File: config.mk
export PLATFORM = sky130hd
export DESIGN_NAME = spi_hold_slave
export DESIGN_NICKNAME = d
export VERILOG_FILES = /design/src/rtl/spi_hold_pkg.sv /design/src/rtl/spi_hold_sync.sv /design/src/rtl/spi_hold_edge.sv /design/src/rtl/spi_hold_reg.sv /design/src/rtl/spi_hold_shift.sv /design/src/rtl/spi_hold_slave.sv
export SDC_FILE = /design/constraint.sdc
export NUM_CORES = 1
export LEC_CHECK = 0
export BUFFER_PORTS_ARGS = -buffer_cell sky130_fd_sc_hd__buf_2
export CAP_MARGIN = 30
export CORE_MARGIN = 4
export CORE_UTILIZATION = 35
export CTS_CLUSTER_SIZE = 8
export DETAILED_ROUTE_END_ITERATION = 16
export GPL_TIMING_DRIVEN = 1
export HOLD_SLACK_MARGIN = 0.02
export PLACE_DENSITY_LB_ADDON = 0.3
export SLEW_MARGIN = 10
export SYNTH_ARGS = -nofsm -noshare
export SYNTH_HDL_FRONTEND = slang
export SYNTH_HIERARCHICAL = 1
export SYNTH_SLANG_ARGS = --single-unit
File: constraint.sdc
create_clock -name clk -period 4.6 [get_ports clk]
set_input_delay 0 -clock clk [delete_from_list [all_inputs] [get_ports clk]]
set_output_delay 0 -clock clk [all_outputs]
set_load 0.03 [all_outputs]
File: src/rtl/spi_hold_pkg.sv
package spi_hold_pkg;

  typedef enum logic [1:0] {
    WL_ONE   = 2'd0,
    WL_TWO   = 2'd1,
    WL_THREE = 2'd2,
    WL_ALT   = 2'd3
  } wlen_e;

  // number of bytes in a word for a length code, clamped to the build maximum
  function automatic int unsigned word_bytes(input logic [1:0] code, input int unsigned max_bytes);
    int unsigned b;
    case (wlen_e'(code))
      WL_ONE:  b = 1;
      WL_TWO:  b = 2;
      default: b = 3;
    endcase
    if (b > max_bytes) b = max_bytes;
    return b;
  endfunction

endpackage

File: src/rtl/spi_hold_sync.sv
module spi_hold_sync #(
  parameter int unsigned W = 3,
  parameter int unsigned STAGES = 2,
  parameter logic [W-1:0] RST_VAL = '0
) (
  input  logic         clk,
  input  logic         rst_n,
  input  logic [W-1:0] d,
  output logic [W-1:0] q
);

  logic [W-1:0] stg [STAGES];

  for (genvar g = 0; g < STAGES; g++) begin : g_stage
    if (g == 0) begin : g_first
      always_ff @(posedge clk or negedge rst_n) begin
        if (!rst_n) stg[g] <= RST_VAL;
        else        stg[g] <= d;
      end
    end else begin : g_next
      always_ff @(posedge clk or negedge rst_n) begin
        if (!rst_n) stg[g] <= RST_VAL;
        else        stg[g] <= stg[g-1];
      end
    end
  end

  assign q = stg[STAGES-1];

endmodule

File: src/rtl/spi_hold_edge.sv
module spi_hold_edge (
  input  logic clk,
  input  logic rst_n,
  input  logic sck_s,
  input  logic cpol,
  input  logic cpha,
  input  logic active,
  output logic cap_stb,
  output logic shf_stb
);

  logic sck_d;
  logic toggled;
  logic lead;
  logic trail;

  always_ff @(posedge clk or negedge rst_n) begin
    if (!rst_n) sck_d <= 1'b0;
    else        sck_d <= sck_s;
  end

  always_comb begin
    toggled = active & (sck_s ^ sck_d);
    lead    = toggled & (sck_s ^ cpol);     // leaving the idle level
    trail   = toggled & ~(sck_s ^ cpol);    // returning to the idle level
    cap_stb = cpha ? trail : lead;
    shf_stb = cpha ? lead  : trail;
  end

endmodule

File: src/rtl/spi_hold_reg.sv
module spi_hold_reg #(
  parameter int unsigned DW = 24
) (
  input  logic          clk,
  input  logic          rst_n,
  input  logic          wr,
  input  logic [DW-1:0] wdata,
  input  logic          take,
  output logic [DW-1:0] hold_q,
  output logic          hold_full
);

  logic [DW-1:0] hold_q_n;
  logic          full_n;

  always_comb begin
    hold_q_n = hold_q;
    full_n   = hold_full;
    if (wr) begin
      hold_q_n = wdata;
      full_n   = 1'b1;
    end else if (take) begin
      full_n   = 1'b0;
    end
  end

  always_ff @(posedge clk or negedge rst_n) begin
    if (!rst_n) begin
      hold_q    <= '0;
      hold_full <= 1'b0;
    end else begin
      if (wr) hold_q <= hold_q_n;
      hold_full <= full_n;
    end
  end

endmodule

File: src/rtl/spi_hold_shift.sv
module spi_hold_shift #(
  parameter int unsigned DW = 24,
  parameter int unsigned CW = 5
) (
  input  logic          clk,
  input  logic          rst_n,
  input  logic          cpha,
  input  logic [CW-1:0] nbits,
  input  logic          ss_act,
  input  logic          cap_stb,
  input  logic          shf_stb,
  input  logic          mosi_s,
  input  logic          hold_full,
  input  logic [DW-1:0] hold_q,
  output logic          load,
  output logic          out_bit,
  output logic [DW-1:0] rx_data,
  output logic          rx_valid
);

  localparam logic [CW-1:0] DWC = CW'(DW);

  logic [DW-1:0] tx_sr,   tx_sr_n;
  logic [DW-1:0] rx_sr,   rx_sr_n;
  logic [DW-1:0] rx_data_n;
  logic [CW-1:0] cnt,     cnt_n;
  logic          sr_full, sr_full_n;
  logic          out_n,   rx_valid_n;
  logic [DW-1:0] aligned, mask, rx_next;
  logic          last_bit, busy_edge;

  always_comb begin
    aligned   = hold_q << (DWC - nbits);
    mask      = {DW{1'b1}} >> (DWC - nbits);
    rx_next   = {rx_sr[DW-2:0], mosi_s};
    last_bit  = (cnt == nbits - 1'b1);
    busy_edge = ss_act & (cap_stb | shf_stb);
    load      = hold_full & ~sr_full & (cnt == '0) & (cpha ? ~busy_edge : ~ss_act);
  end

  always_comb begin
    tx_sr_n    = tx_sr;
    rx_sr_n    = rx_sr;
    rx_data_n  = rx_data;
    cnt_n      = cnt;
    sr_full_n  = sr_full;
    out_n      = out_bit;
    rx_valid_n = 1'b0;
    if (!ss_act && cnt != '0) begin
      // select released mid-word: drop the partial word
      cnt_n     = '0;
      sr_full_n = 1'b0;
      tx_sr_n   = '0;
      out_n     = 1'b0;
    end else if (load) begin
      sr_full_n = 1'b1;
      if (cpha) begin
        tx_sr_n = aligned;
      end else begin
        tx_sr_n = aligned << 1;
        out_n   = aligned[DW-1];
      end
    end else if (!ss_act && !sr_full) begin
      tx_sr_n = '0;
      out_n   = 1'b0;
    end else if (ss_act) begin
      if (shf_stb) begin
        out_n   = tx_sr[DW-1];
        tx_sr_n = tx_sr << 1;
      end
      if (cap_stb) begin
        rx_sr_n = rx_next;
        if (last_bit) begin
          cnt_n      = '0;
          sr_full_n  = 1'b0;
          rx_valid_n = 1'b1;
          rx_data_n  = rx_next & mask;
        end else begin
          cnt_n = cnt + 1'b1;
        end
      end
    end
  end

  always_ff @(posedge clk or negedge rst_n) begin
    if (!rst_n) begin
      tx_sr    <= '0;
      rx_sr    <= '0;
      rx_data  <= '0;
      cnt      <= '0;
      sr_full  <= 1'b0;
      out_bit  <= 1'b0;
      rx_valid <= 1'b0;
    end else begin
      tx_sr    <= tx_sr_n;
      rx_sr    <= rx_sr_n;
      rx_data  <= rx_data_n;
      cnt      <= cnt_n;
      sr_full  <= sr_full_n;
      out_bit  <= out_n;
      rx_valid <= rx_valid_n;
    end
  end

  AST_RX_ONE_CYCLE: assert property (@(posedge clk) disable iff (!rst_n)
    rx_valid |=> !rx_valid);

  AST_CNT_IN_WORD: assert property (@(posedge clk) disable iff (!rst_n)
    cnt < nbits);

endmodule

File: src/rtl/spi_hold_slave.sv
module spi_hold_slave #(
  parameter int unsigned BYTE_W = 8,
  parameter int unsigned MAX_BYTES = 3,
  parameter int unsigned SYNC_STAGES = 2
) (
  input  logic                        clk,
  input  logic                        rst_n,
  input  logic                        cpol,
  input  logic                        cpha,
  input  logic [1:0]                  wlen,
  input  logic                        sck,
  input  logic                        ss_n,
  input  logic                        mosi,
  output logic                        miso,
  output logic                        miso_oe,
  input  logic                        hold_wr,
  input  logic [BYTE_W*MAX_BYTES-1:0] hold_data,
  output logic                        hold_empty,
  output logic [BYTE_W*MAX_BYTES-1:0] rx_data,
  output logic                        rx_valid
);

  import spi_hold_pkg::*;

  localparam int unsigned DW = BYTE_W * MAX_BYTES;
  localparam int unsigned CW = $clog2(DW + 1);

  logic [1:0]    rst_pipe;
  logic          rst_int_n;
  logic [2:0]    pins_s;
  logic          sck_s, ss_n_s, mosi_s, ss_act;
  logic          cap_stb, shf_stb, load, hold_full;
  logic [DW-1:0] hold_q;
  logic [CW-1:0] nbits;

  // asynchronous assert, synchronous release
  always_ff @(posedge clk or negedge rst_n) begin
    if (!rst_n) rst_pipe <= 2'b00;
    else        rst_pipe <= {rst_pipe[0], 1'b1};
  end
  assign rst_int_n = rst_pipe[1];

  spi_hold_sync #(.W(3), .STAGES(SYNC_STAGES), .RST_VAL(3'b010)) u_sync (
    .clk  (clk),
    .rst_n(rst_int_n),
    .d    ({sck, ss_n, mosi}),
    .q    (pins_s)
  );

  always_comb begin
    sck_s  = pins_s[2];
    ss_n_s = pins_s[1];
    mosi_s = pins_s[0];
    ss_act = ~ss_n_s;
    nbits  = CW'(word_bytes(wlen, MAX_BYTES) * BYTE_W);
  end

  spi_hold_edge u_edge (
    .clk    (clk),
    .rst_n  (rst_int_n),
    .sck_s  (sck_s),
    .cpol   (cpol),
    .cpha   (cpha),
    .active (ss_act),
    .cap_stb(cap_stb),
    .shf_stb(shf_stb)
  );

  spi_hold_reg #(.DW(DW)) u_hold (
    .clk      (clk),
    .rst_n    (rst_int_n),
    .wr       (hold_wr),
    .wdata    (hold_data),
    .take     (load),
    .hold_q   (hold_q),
    .hold_full(hold_full)
  );

  spi_hold_shift #(.DW(DW), .CW(CW)) u_shift (
    .clk      (clk),
    .rst_n    (rst_int_n),
    .cpha     (cpha),
    .nbits    (nbits),
    .ss_act   (ss_act),
    .cap_stb  (cap_stb),
    .shf_stb  (shf_stb),
    .mosi_s   (mosi_s),
    .hold_full(hold_full),
    .hold_q   (hold_q),
    .load     (load),
    .out_bit  (miso),
    .rx_data  (rx_data),
    .rx_valid (rx_valid)
  );

  assign hold_empty = ~hold_full;
  assign miso_oe    = ss_act;

  AST_WRITE_FILLS: assert property (@(posedge clk) disable iff (!rst_int_n)
    hold_wr |=> !hold_empty);

  AST_FILL_NEEDS_WRITE: assert property (@(posedge clk) disable iff (!rst_int_n)
    $fell(hold_empty) |-> $past(hold_wr));

  AST_PHASE0_LOAD_IDLE: assert property (@(posedge clk) disable iff (!rst_int_n)
    ($rose(hold_empty) && !cpha && $stable(cpha)) |-> $past(ss_n_s));

endmodule

### Word level (Yosys, flattened, before mapping)

Index checks and enable logic that the tools add are counted.

| cells by class | value |
|---|---|
| $add $sub $neg | 3 |
| multipliers | 0 |
| divide/modulo/power cells | 0 |
| $lt $le $gt $ge | 1 |
| equal/unequal tests | 9 |
| shift-type cells | 2 |
| multiplexer cells | 37 |
| bitwise gates (word level) | 19 |
| reductions and logical operators | 17 |

Operator list:

| kind | number |
|---|---|
| $mux 24 | 6 |
| $gt 32x2->1 const B | 1 |
| $mux 5 | 6 |
| $and 24x24->24 | 1 |
| $shl 24x5->24 | 1 |
| $shr 24x5->24 const A | 1 |
| $mux 1 | 23 |
| $ne 3x2->1 const B | 3 |
| $not 1->1 | 8 |
| $reduce_and 4->1 | 2 |
| $and 1x1->1 | 7 |
| $ne 2x1->1 const B | 3 |
| $reduce_and 6->1 | 1 |
| $reduce_bool 3->1 | 2 |
| $add 5x1->5 const B | 1 |
| $eq 5x5->1 | 1 |
| $logic_not 5->1 | 1 |
| $reduce_and 5->1 | 1 |
| $reduce_bool 5->1 | 1 |
| $sub 5x1->5 const B | 1 |
| $sub 5x5->5 const A | 1 |
| $ne 4x2->1 const B | 1 |
| $pmux 2 s2 | 1 |
| $reduce_bool 2->1 | 2 |
| other kinds (10) | 12 |

| storage, ports and cells | value |
|---|---|
| flip-flop bits (word level) | 113 |
| latch bits | 0 |
| memory bits (writable) | 0 |
| ROM bits | 0 |
| input port bits | 34 |
| output and inout bits | 28 |
| word-level logic and storage cells | 101 |
| memories | 0 |

### Logic depth before layout (Yosys ltp)

Gate-level depths: netlist of run 1.

| depth | value |
|---|---|
| word-level depth | 12 |
| gate-level depth with buffers | 15 |
| depth with buffers taken out | 10 |

### Cells and area by module

The synthesis of run 1 kept the hierarchy.

Modules (own cells, without submodules):

| module | instances | cells each | area each (sq um) | seq. area each (sq um) |
|---|---|---|---|---|
| spi_hold_shift | 1 | 576 | 5470.2 | 1976.9 |
| spi_hold_reg | 1 | 54 | 1029.7 | 625.6 |
| spi_hold_sync | 1 | 9 | 175.2 | 152.6 |
| spi_hold_slave | 1 | 8 | 77.6 | 50.0 |
| spi_hold_edge | 1 | 6 | 76.3 | 25.0 |

### Worst setup path before layout of run 1

Ideal clock, no wire load.

| timing path | value |
|---|---|
| kind | flip-flop to flip-flop |
| start point | register u_sync.stg, in the netlist u_sync/q[1] |
| end point | register u_shift.tx_sr[18] |
| setup time | 121 ps |
| arrival time | 2659 ps |
| required time | 4479 ps |
| setup slack | 1820 ps |
| cell stages (with the launch flop) | 13 |
| buffers on the path | 3 |
| period minus slack after synthesis | 2780 ps |
| cells stage by stage | dfstp_2 > buf_4 > inv_1 > nand3b_1 > mux2i_1 > or3b_2 > or3_4 > and2_4 > buf_6 > buf_6 > a32oi_1 > o221ai_1 > o22a_1 |

| on the way | value |
|---|---|
| word-level cells in the longest chain between the ends | 11 |
| elaborated cells on any way between the ends | 19 |
| classes of those cells | eq/ne: 1; mux: 6; bitwise: 8; reduce/logical: 4 |

RTL lines:

| item | line | source |
|---|---|---|
| start: declaration | spi_hold_sync.sv:12 | `logic [W-1:0] stg [STAGES];` |
| start signal: indexed assignment | spi_hold_sync.sv:23 | `else stg[g] <= stg[g-1];` |
| $not 1->1 (no line) (*) | - |  |
| named net miso_oe | spi_hold_slave.sv:15 | `output logic miso_oe,` |
| $and 1x1->1 (*) | spi_hold_edge.sv:23 | `toggled = active & (sck_s ^ sck_d);` |
| $and 1x1->1 (on tied branches) | spi_hold_edge.sv:25, spi_hold_edge.sv:24 |  |
| $mux 1 (*) | spi_hold_edge.sv:27 | `shf_stb = cpha ? lead : trail;` |
| named net shf_stb | spi_hold_slave.sv:32 | `logic cap_stb, shf_stb, load, hold_full;` |
| $or 1x1->1 | spi_hold_shift.sv:37 | `busy_edge = ss_act & (cap_stb \| shf_stb);` |
| $and 1x1->1 | spi_hold_shift.sv:37 |  |
| $not 1->1 | spi_hold_shift.sv:38 | `load = hold_full & ~sr_full & (cnt == '0) & (cpha ? ~busy_edge : ~ss_act);` |
| $mux 1 | spi_hold_shift.sv:38 |  |
| $and 1x1->1 | spi_hold_shift.sv:38 |  |
| $ne 4x2->1 (no line), or another cell as far along | - |  |
| $reduce_and 2->1 (no line) or $mux 24 (tied branches) | - |  |
| end signal: assignment | spi_hold_shift.sv:95 | `tx_sr <= tx_sr_n;` |
| end: declaration | spi_hold_shift.sv:23 | `logic [DW-1:0] tx_sr, tx_sr_n;` |

Mark *: on every way through the listed nets, which the timed path passes. The rest lies on a longest branch.
A chain may end at the register's enable or synchronous reset.

### Final worst setup path of run 1

| timing path | value |
|---|---|
| start point | register u_sync.stg, in the netlist u_sync/q[1] |
| end point | register u_shift.tx_sr[14] |

| on the way | value |
|---|---|
| word-level cells in the longest chain between the ends | 11 |
| elaborated cells on any way between the ends | 19 |
| classes of those cells | eq/ne: 1; mux: 6; bitwise: 8; reduce/logical: 4 |

RTL lines:

| item | line | source |
|---|---|---|
| $not 1->1 (no line) (*) | - |  |
| $and 1x1->1 (*) | spi_hold_edge.sv:23 |  |
| $and 1x1->1 (on tied branches) | spi_hold_edge.sv:24, spi_hold_edge.sv:25 |  |
| $mux 1 (*) | spi_hold_edge.sv:26 | `cap_stb = cpha ? trail : lead;` |
| named net cap_stb | spi_hold_slave.sv:32 |  |
| $or 1x1->1 (*) | spi_hold_shift.sv:37 |  |
| $and 1x1->1 (*) | spi_hold_shift.sv:37 |  |
| $not 1->1 (*) | spi_hold_shift.sv:38 |  |
| $mux 1 (*) | spi_hold_shift.sv:38 |  |
| $and 1x1->1 (*) | spi_hold_shift.sv:38 |  |
| $ne 4x2->1 (no line), or another cell as far along | - |  |
| $reduce_and 2->1 (no line) or $mux 24 (tied branches) | - |  |

Marked as above.

==> impl_metrics.toml, run 1 <==
[run_status]
outcome = "completed"

[placement]
place_congestion = 0.874
place_area_um2 = 7320
io_buffer_count = 61
dp_hpwl_um = 12200

[detailed_routing]
vias_per_cell = 5.42
drt_iter0_markers = 460
vias = 5467
drt.antenna.violating_nets = 0
wl_um = 17700
drc = 0
post_drt_wl_per_cell_um = 17.6
drt_pass1_iterations = 5

[synthesis]
synthArstFlopShare_pct = 100
ys_warn_count = 6
syn_area_per_cell_um2 = 10.5
synth.area.top_cells = "dfrtp_1, mux2_2, mux4_2"
netlist_instances = 653
synth_edf_count = 0
syn-cell-area_um2 = 6830
synth_cell_types = 71
yosysTopAreaCell = "dfrtp_1"
synth_top_area_share_pct = 40.7
synth-seq-cells = 113
yosysSeqAreaShare_pct = 41.4
synth-main-ff-cell = "dfrtp_1"

[layout]
final_cell_mix = "dfrtp_1, nand2_1, buf_2, o21ai_0, mux2_2"
finalNetCount = 776
fin_area_um2 = 8190
drive_gt1_share_pct = 27.1
n_antenna_cell = 0
final_common_cell = "dfrtp_1"
area_delta_synth_final_pct = 19.9

[clock_tree]
cts_buffer_depth = 2
cts_setup_buffers = 0
holdBufCountCts = 29
cts.sink_count = 113
cts-root-buf = "clkbuf_16"
cts_tree = "yes"
clk_pin_slew_worst_paths_ns = 0.06
cts_buffers = 17
cts_resized = 0
insertion_delay_ns = 0.42
htreeDepth = 4

[worst_hold_path]
min_to = "u_shift/out_bit"
hp-class = "in2reg"
hold_depth = 3
hold_start = "cpha"

[worst_setup_path]
path_cells = "inv_1, nand3b_1, mux2i_1, or3b_2, or3_4, and2_4, nand2_1, buf_4, o21ai_0, o22a_1"
cp-start-kind = "flop"
cpPeakStageDelay_ns = 0.51
reg2reg_depth = 10
endpoint_kind = "flop"
reg2reg_slack_ns = 1.42
timing.rr.end = "u_shift/tx_sr[14]"
arrival_ns = 3.48
crit_type = "reg2reg"
reg2reg_from = "u_sync/q[1]"
crit_path_top_delay_cell = "dfstp_2"
crit_fanout = 25
crit_required_ns = 4.90

[die]
row_count = 50
die_h_um = 148
die_w_um = 148
fp.dieArea_um2 = 21800
core_area_um2 = 19000
io_pins = 62
start_util_pct = 36.0

[grt]
grt_pass1_wl_um = 28700
grt.overflow.total = 0
antenna_found_initial = 0
grt_util_all_layers_pct = 16.7
grt_pass1_vias = 5234
grt_max_degree = 55

[sta]
rsz0062_at_grt = "false"
fmax_mhz = 314
slew_viol_final = 0
slew_headroom_pct = 29.8
min_period_ns = 3.18
timing_hold_violations_final = 0
setup_violations = 0
worst_clock_skew_ns = 0.00980
min_period_over_period_pct = 69.2
worst_slew_pin_slew_ns = 1.04
finalSetupTns_ns = 0

[pwr]
ir_worst_vdd_mv = 0.258
pwr-share-comb_pct = 26.9
clock_power_share_pct = 36.6
switchingPower_mw = 1.12
p_sw_share_pct = 31.4
pwr-share-seq_pct = 36.5
power.density_nw_per_um2 = 436
leakagePower_nw = 3.65
p_int_mw = 2.45

[flow_run]
max-cap-violations = 0
power groups by stage:
stage | combinational [mW] | clock [mW] | sequential [mW]
finish | 0.960 | 1.31 | 1.30
global route | 1.05 | 1.39 | 1.33
CTS | 0.935 | 1.34 | 1.30
detailed placement | 0.913 | 0 | 1.32
global placement | 0.890 | 0 | 1.33
floorplan | 0.744 | 0 | 1.29
critical path, delay by kind of cell, from the launching register on:
| family | cells | cell delay, ns |
|---|---|---|
| and+or+nand+nor | 5 | 1.62 |
| DFF | 1 | 0.51 |
| buffers and inverters | 2 | 0.47 |
| AOI/OAI and AO/OA | 2 | 0.30 |
| muxes | 1 | 0.16 |
how the worst max path moves through the flow:
stage	start	endpoint	slack, ns	cells after the start
3_3_place_gp	u_sync/q[1]	u_shift/tx_sr[14]	1.54	10
3_5_place_dp	u_sync/q[1]	u_shift/tx_sr[14]	1.46	10
4_1_cts	u_sync/q[1]	u_shift/tx_sr[14]	1.42	10
2_1_floorplan	rst_pipe[1]	u_edge/sck_d	1.22	0
6_report	u_sync/q[1]	u_shift/tx_sr[14]	1.42	10
5_1_grt	u_sync/q[1]	u_shift/tx_sr[14]	1.27	10
synth_stat cells, drive strengths merged (8+ instances only):
master and number:
a21oi 24, a22oi 9, a31oi 11, buf 28
clkbuf 20, dfrtp 111, inv 16, mux2 68
mux2i 22, mux4 21, nand2 79, nand3 22
nor2 35, nor3 8, o21ai 53
cell type report:
type                       instances  area, µm²
sequential                       113       2830
inverter                          17       63.8
multi-input combinational        488       3710
clock inverter                    10        135
tap                              260        325
timing repair buffer              98        676
clock buffer                      22        444
fill                            1819      10800
metrics by stage:
step           worst slack, ns  hold WS, ns  power, mW  std cells  utilization [%]
2_1_floorplan             1.22       -0.296       2.03        666                -
3_3_place_gp              1.54       -0.215       2.22        946             38.5
3_5_place_dp              1.46       -0.215       2.23        947             38.6
4_1_cts                   1.42       0.0358       3.58       1008             43.2
5_1_grt                   1.27        0.115       3.77       1008             43.2
6_report                  1.42       0.0532       3.57       1008             43.2
state kept, by name, indices dropped and copies added (netlist names):
| signal | flops |
|---|---|
| u_shift/out_bit | 1 |
| u_shift/rx_sr | 23 |
| u_hold/hold_full | 1 |
| rst_pipe | 2 |
| u_shift/rx_valid | 1 |
| u_shift/cnt | 5 |
| u_shift/rx_data | 24 |
| u_shift/tx_sr | 24 |
| u_shift/sr_full | 1 |
| u_edge/sck_d | 1 |
| u_sync/q | 3 |
| u_sync/stg | 3 |
| u_hold/hold_q | 24 |
routing by layer:
layer,GRT usage [%],wire (µm)
met1,22.2,7970
met2,26.7,8330
met3,3.77,976
met4,6.52,432
met5,0,0
kinds of logic after synthesis:
kind of cell	count (synthesis)	share of synthesized area [%]
AOI/OAI and AO/OA	158	15.1
muxes	111	22.4
buffers and inverters	65	4.97
xor gates and xnor gates	11	1.72
and+or+nand+nor	186	12.9
other	2	0.110
DFF	113	41.4
adders and majority gates	7	1.28
(Power assumes the default switching activity.)
==> run 2: changes to the inputs <==
==> constraint.sdc (replaced) <==
create_clock -name clk -period 3.3 [get_ports clk]
set_input_delay 0 -clock clk [delete_from_list [all_inputs] [get_ports clk]]
set_output_delay 0 -clock clk [all_outputs]
set_load 0.03 [all_outputs]
==> impl_metrics.toml, run 2 (synthesized netlist as in run 1, its figures left out) <==
[grt]
use_met3_pct = 5.43
grt_util_all_layers_pct = 16.7
grt_max_degree = 62
grt_pass1_vias = 5357
grt_pass1_wl_um = 29000
use_met2_pct = 26.8
met1_usage_pct = 21.6
gr-max-usage-layer = "met2"
antenna_found_initial = 0
grt.overflow.total = 0

[pwr]
pwr-share-comb_pct = 27.0
p_int_mw = 3.35
switchingPower_mw = 1.58
power.density_nw_per_um2 = 603
clock_power_share_pct = 36.1
pwr-share-seq_pct = 36.9
p_sw_share_pct = 32.1
ir_worst_vdd_mv = 0.446
leakagePower_nw = 3.64

[worst_setup_path]
crit_required_ns = 3.61
timing.rr.end = "u_shift/tx_sr[20]"
reg2reg_from = "u_sync/q[1]"
arrival_ns = 3.20
crit_fanout = 15
crit_type = "reg2reg"
endpoint_kind = "flop"
cp_num_buf_inv = 1
cpPeakStageDelay_ns = 0.51
reg2reg_depth = 9
reg2reg_slack_ns = 0.41
crit_family = "simple AND/OR/NAND/NOR gates"
crit_path_top_delay_cell = "dfstp_2"
path_cells = "inv_1, nand3b_1, mux2i_1, or3b_2, or3_4, and3_1, a221oi_1, o21ai_1, o22a_1"
cp-start-kind = "flop"

[die]
die_h_um = 148
row_count = 50
die_w_um = 148
start_util_pct = 36.0
fp.dieArea_um2 = 21800
io_pins = 62
core_area_um2 = 19000

[placement]
io_buffer_count = 61
place_congestion = 0.865
place_area_um2 = 7330
dp_hpwl_um = 12100

[sta]
slew_viol_final = 0
slew_headroom_pct = 40.2
setup_violations = 0
rsz0062_at_grt = "false"
worst_clock_skew_ns = 0.00934
fmax_mhz = 346
timing_hold_violations_final = 0
worst_slew_pin_slew_ns = 0.888
min_period_over_period_pct = 87.7
finalSetupTns_ns = 0
min_period_ns = 2.89

[layout]
final_cell_mix = "dfrtp_1, nand2_1, buf_2, o21ai_0, mux2_2"
final_common_cell = "dfrtp_1"
n_antenna_cell = 0
fin_area_um2 = 8190
nFillCells = 1857
area_delta_synth_final_pct = 20.0
drive_gt1_share_pct = 27.7
top_regs = "u_hold/hold_q (24), u_shift/rx_data (24), u_shift/tx_sr (24)"
finalNetCount = 779

[clock_tree]
cts_buffers = 17
cts.sink_count = 113
htreeDepth = 4
cts_buffer_depth = 2
cts_tree = "yes"
clk_pin_slew_worst_paths_ns = 0.06
cts_setup_buffers = 0
insertion_delay_ns = 0.42
cts-root-buf = "clkbuf_16"

[detailed_routing]
wl_um = 17500
drt.antenna.violating_nets = 0
drt_iter0_markers = 445
drt_pass1_iterations = 5
vias_per_cell = 5.35
vias = 5409
drc = 0
post_drt_wl_per_cell_um = 17.3

[flow_run]
max-cap-violations = 0

[run_status]
outcome = "completed"

[worst_hold_path]
hold_start = "cpha"
hp-class = "in2reg"
hold_depth = 3
min_to = "u_shift/out_bit"
-- run 2: changes by cell type in the layout (fill, tap and decap cells not counted) --
cell | previous run | this run
buf_12 | 0 | 1
buf_16 | 1 | 0
buf_4 | 7 | 10
bufinv_16 | 3 | 2
clkbuf_1 | 5 | 3
clkinv_2 | 4 | 2
clkinv_4 | 1 | 2
clkinvlp_4 | 1 | 4
inv_6 | 1 | 2
-- run 2: power by group through the flow --
| stage | Sequential (mW) | Clock (mW) | Combinational, mW |
|---|---|---|---|
| finish | 1.82 | 1.78 | 1.33 |
| global route | 1.85 | 1.89 | 1.46 |
| floorplan | 1.80 | 0 | 1.04 |
| detailed placement | 1.84 | 0 | 1.27 |
| global placement | 1.84 | 0 | 1.26 |
| CTS | 1.82 | 1.82 | 1.30 |
-- run 2: per-layer routing --
metal  wire length, µm  vias to the layer above
li1                  -                     2552
met1              7780                     2673
met2              8340                      164
met3              1050                       20
met4               305                        0
met5                 0                        -
-- run 2: cell type report --
cell class                      instances  area [µm²]  area share, %
Timing Repair Buffer                  101         691           8.43
Clock buffer                           20         437           5.33
Clock inverter                         12         135           1.65
Inverter                               17        63.8          0.779
Multi-Input combinational cell        488        3710           45.3
Sequential cell                       113        2830           34.6
Tap cell                              260         325           3.97
-- run 2: timing repair --
action / 4_1_cts / 5_1_grt
hold buffers: 29 / 0
hold endpoints to repair: 29 / 0
gates resized for setup: 0 / 0
-- run 2: through the flow --
stage               total power, mW  hold slack (ns)  util [%]  setup slack [ns]  instances
floorplan                      2.83           -0.296         -             0.520        666
finish                         4.94           0.0579      43.2             0.406       1011
global placement               3.10           -0.214      38.7             0.474        950
global route                   5.21           0.0532      43.2             0.226       1011
detailed placement             3.11           -0.212      38.7             0.438        950
CTS                            4.94           0.0510      43.2             0.415       1011
-- run 2: worst reg2reg max path, stage by stage, from the launching register on --
cell	delay (ns)
dfstp_2	0.51
inv_1	0.17
nand3b_1	0.17
mux2i_1	0.16
or3b_2	0.49
or3_4	0.35
and3_1	0.36
a221oi_1	0.28
o21ai_1	0.11
o22a_1	0.19
-- run 2: worst max-delay path by stage --
stage / cells after the start / start / end / slack, ns
5_1_grt: 9 / u_sync/q[1] / u_shift/tx_sr[20] / 0.23
6_report: 9 / u_sync/q[1] / u_shift/tx_sr[20] / 0.41
2_1_floorplan: 12 / u_sync/q[1] / u_shift/tx_sr[18] / 0.52
4_1_cts: 9 / u_sync/q[1] / u_shift/tx_sr[20] / 0.41
3_5_place_dp: 9 / u_sync/q[1] / u_shift/tx_sr[20] / 0.44
3_3_place_gp: 9 / u_sync/q[1] / u_shift/tx_sr[20] / 0.47
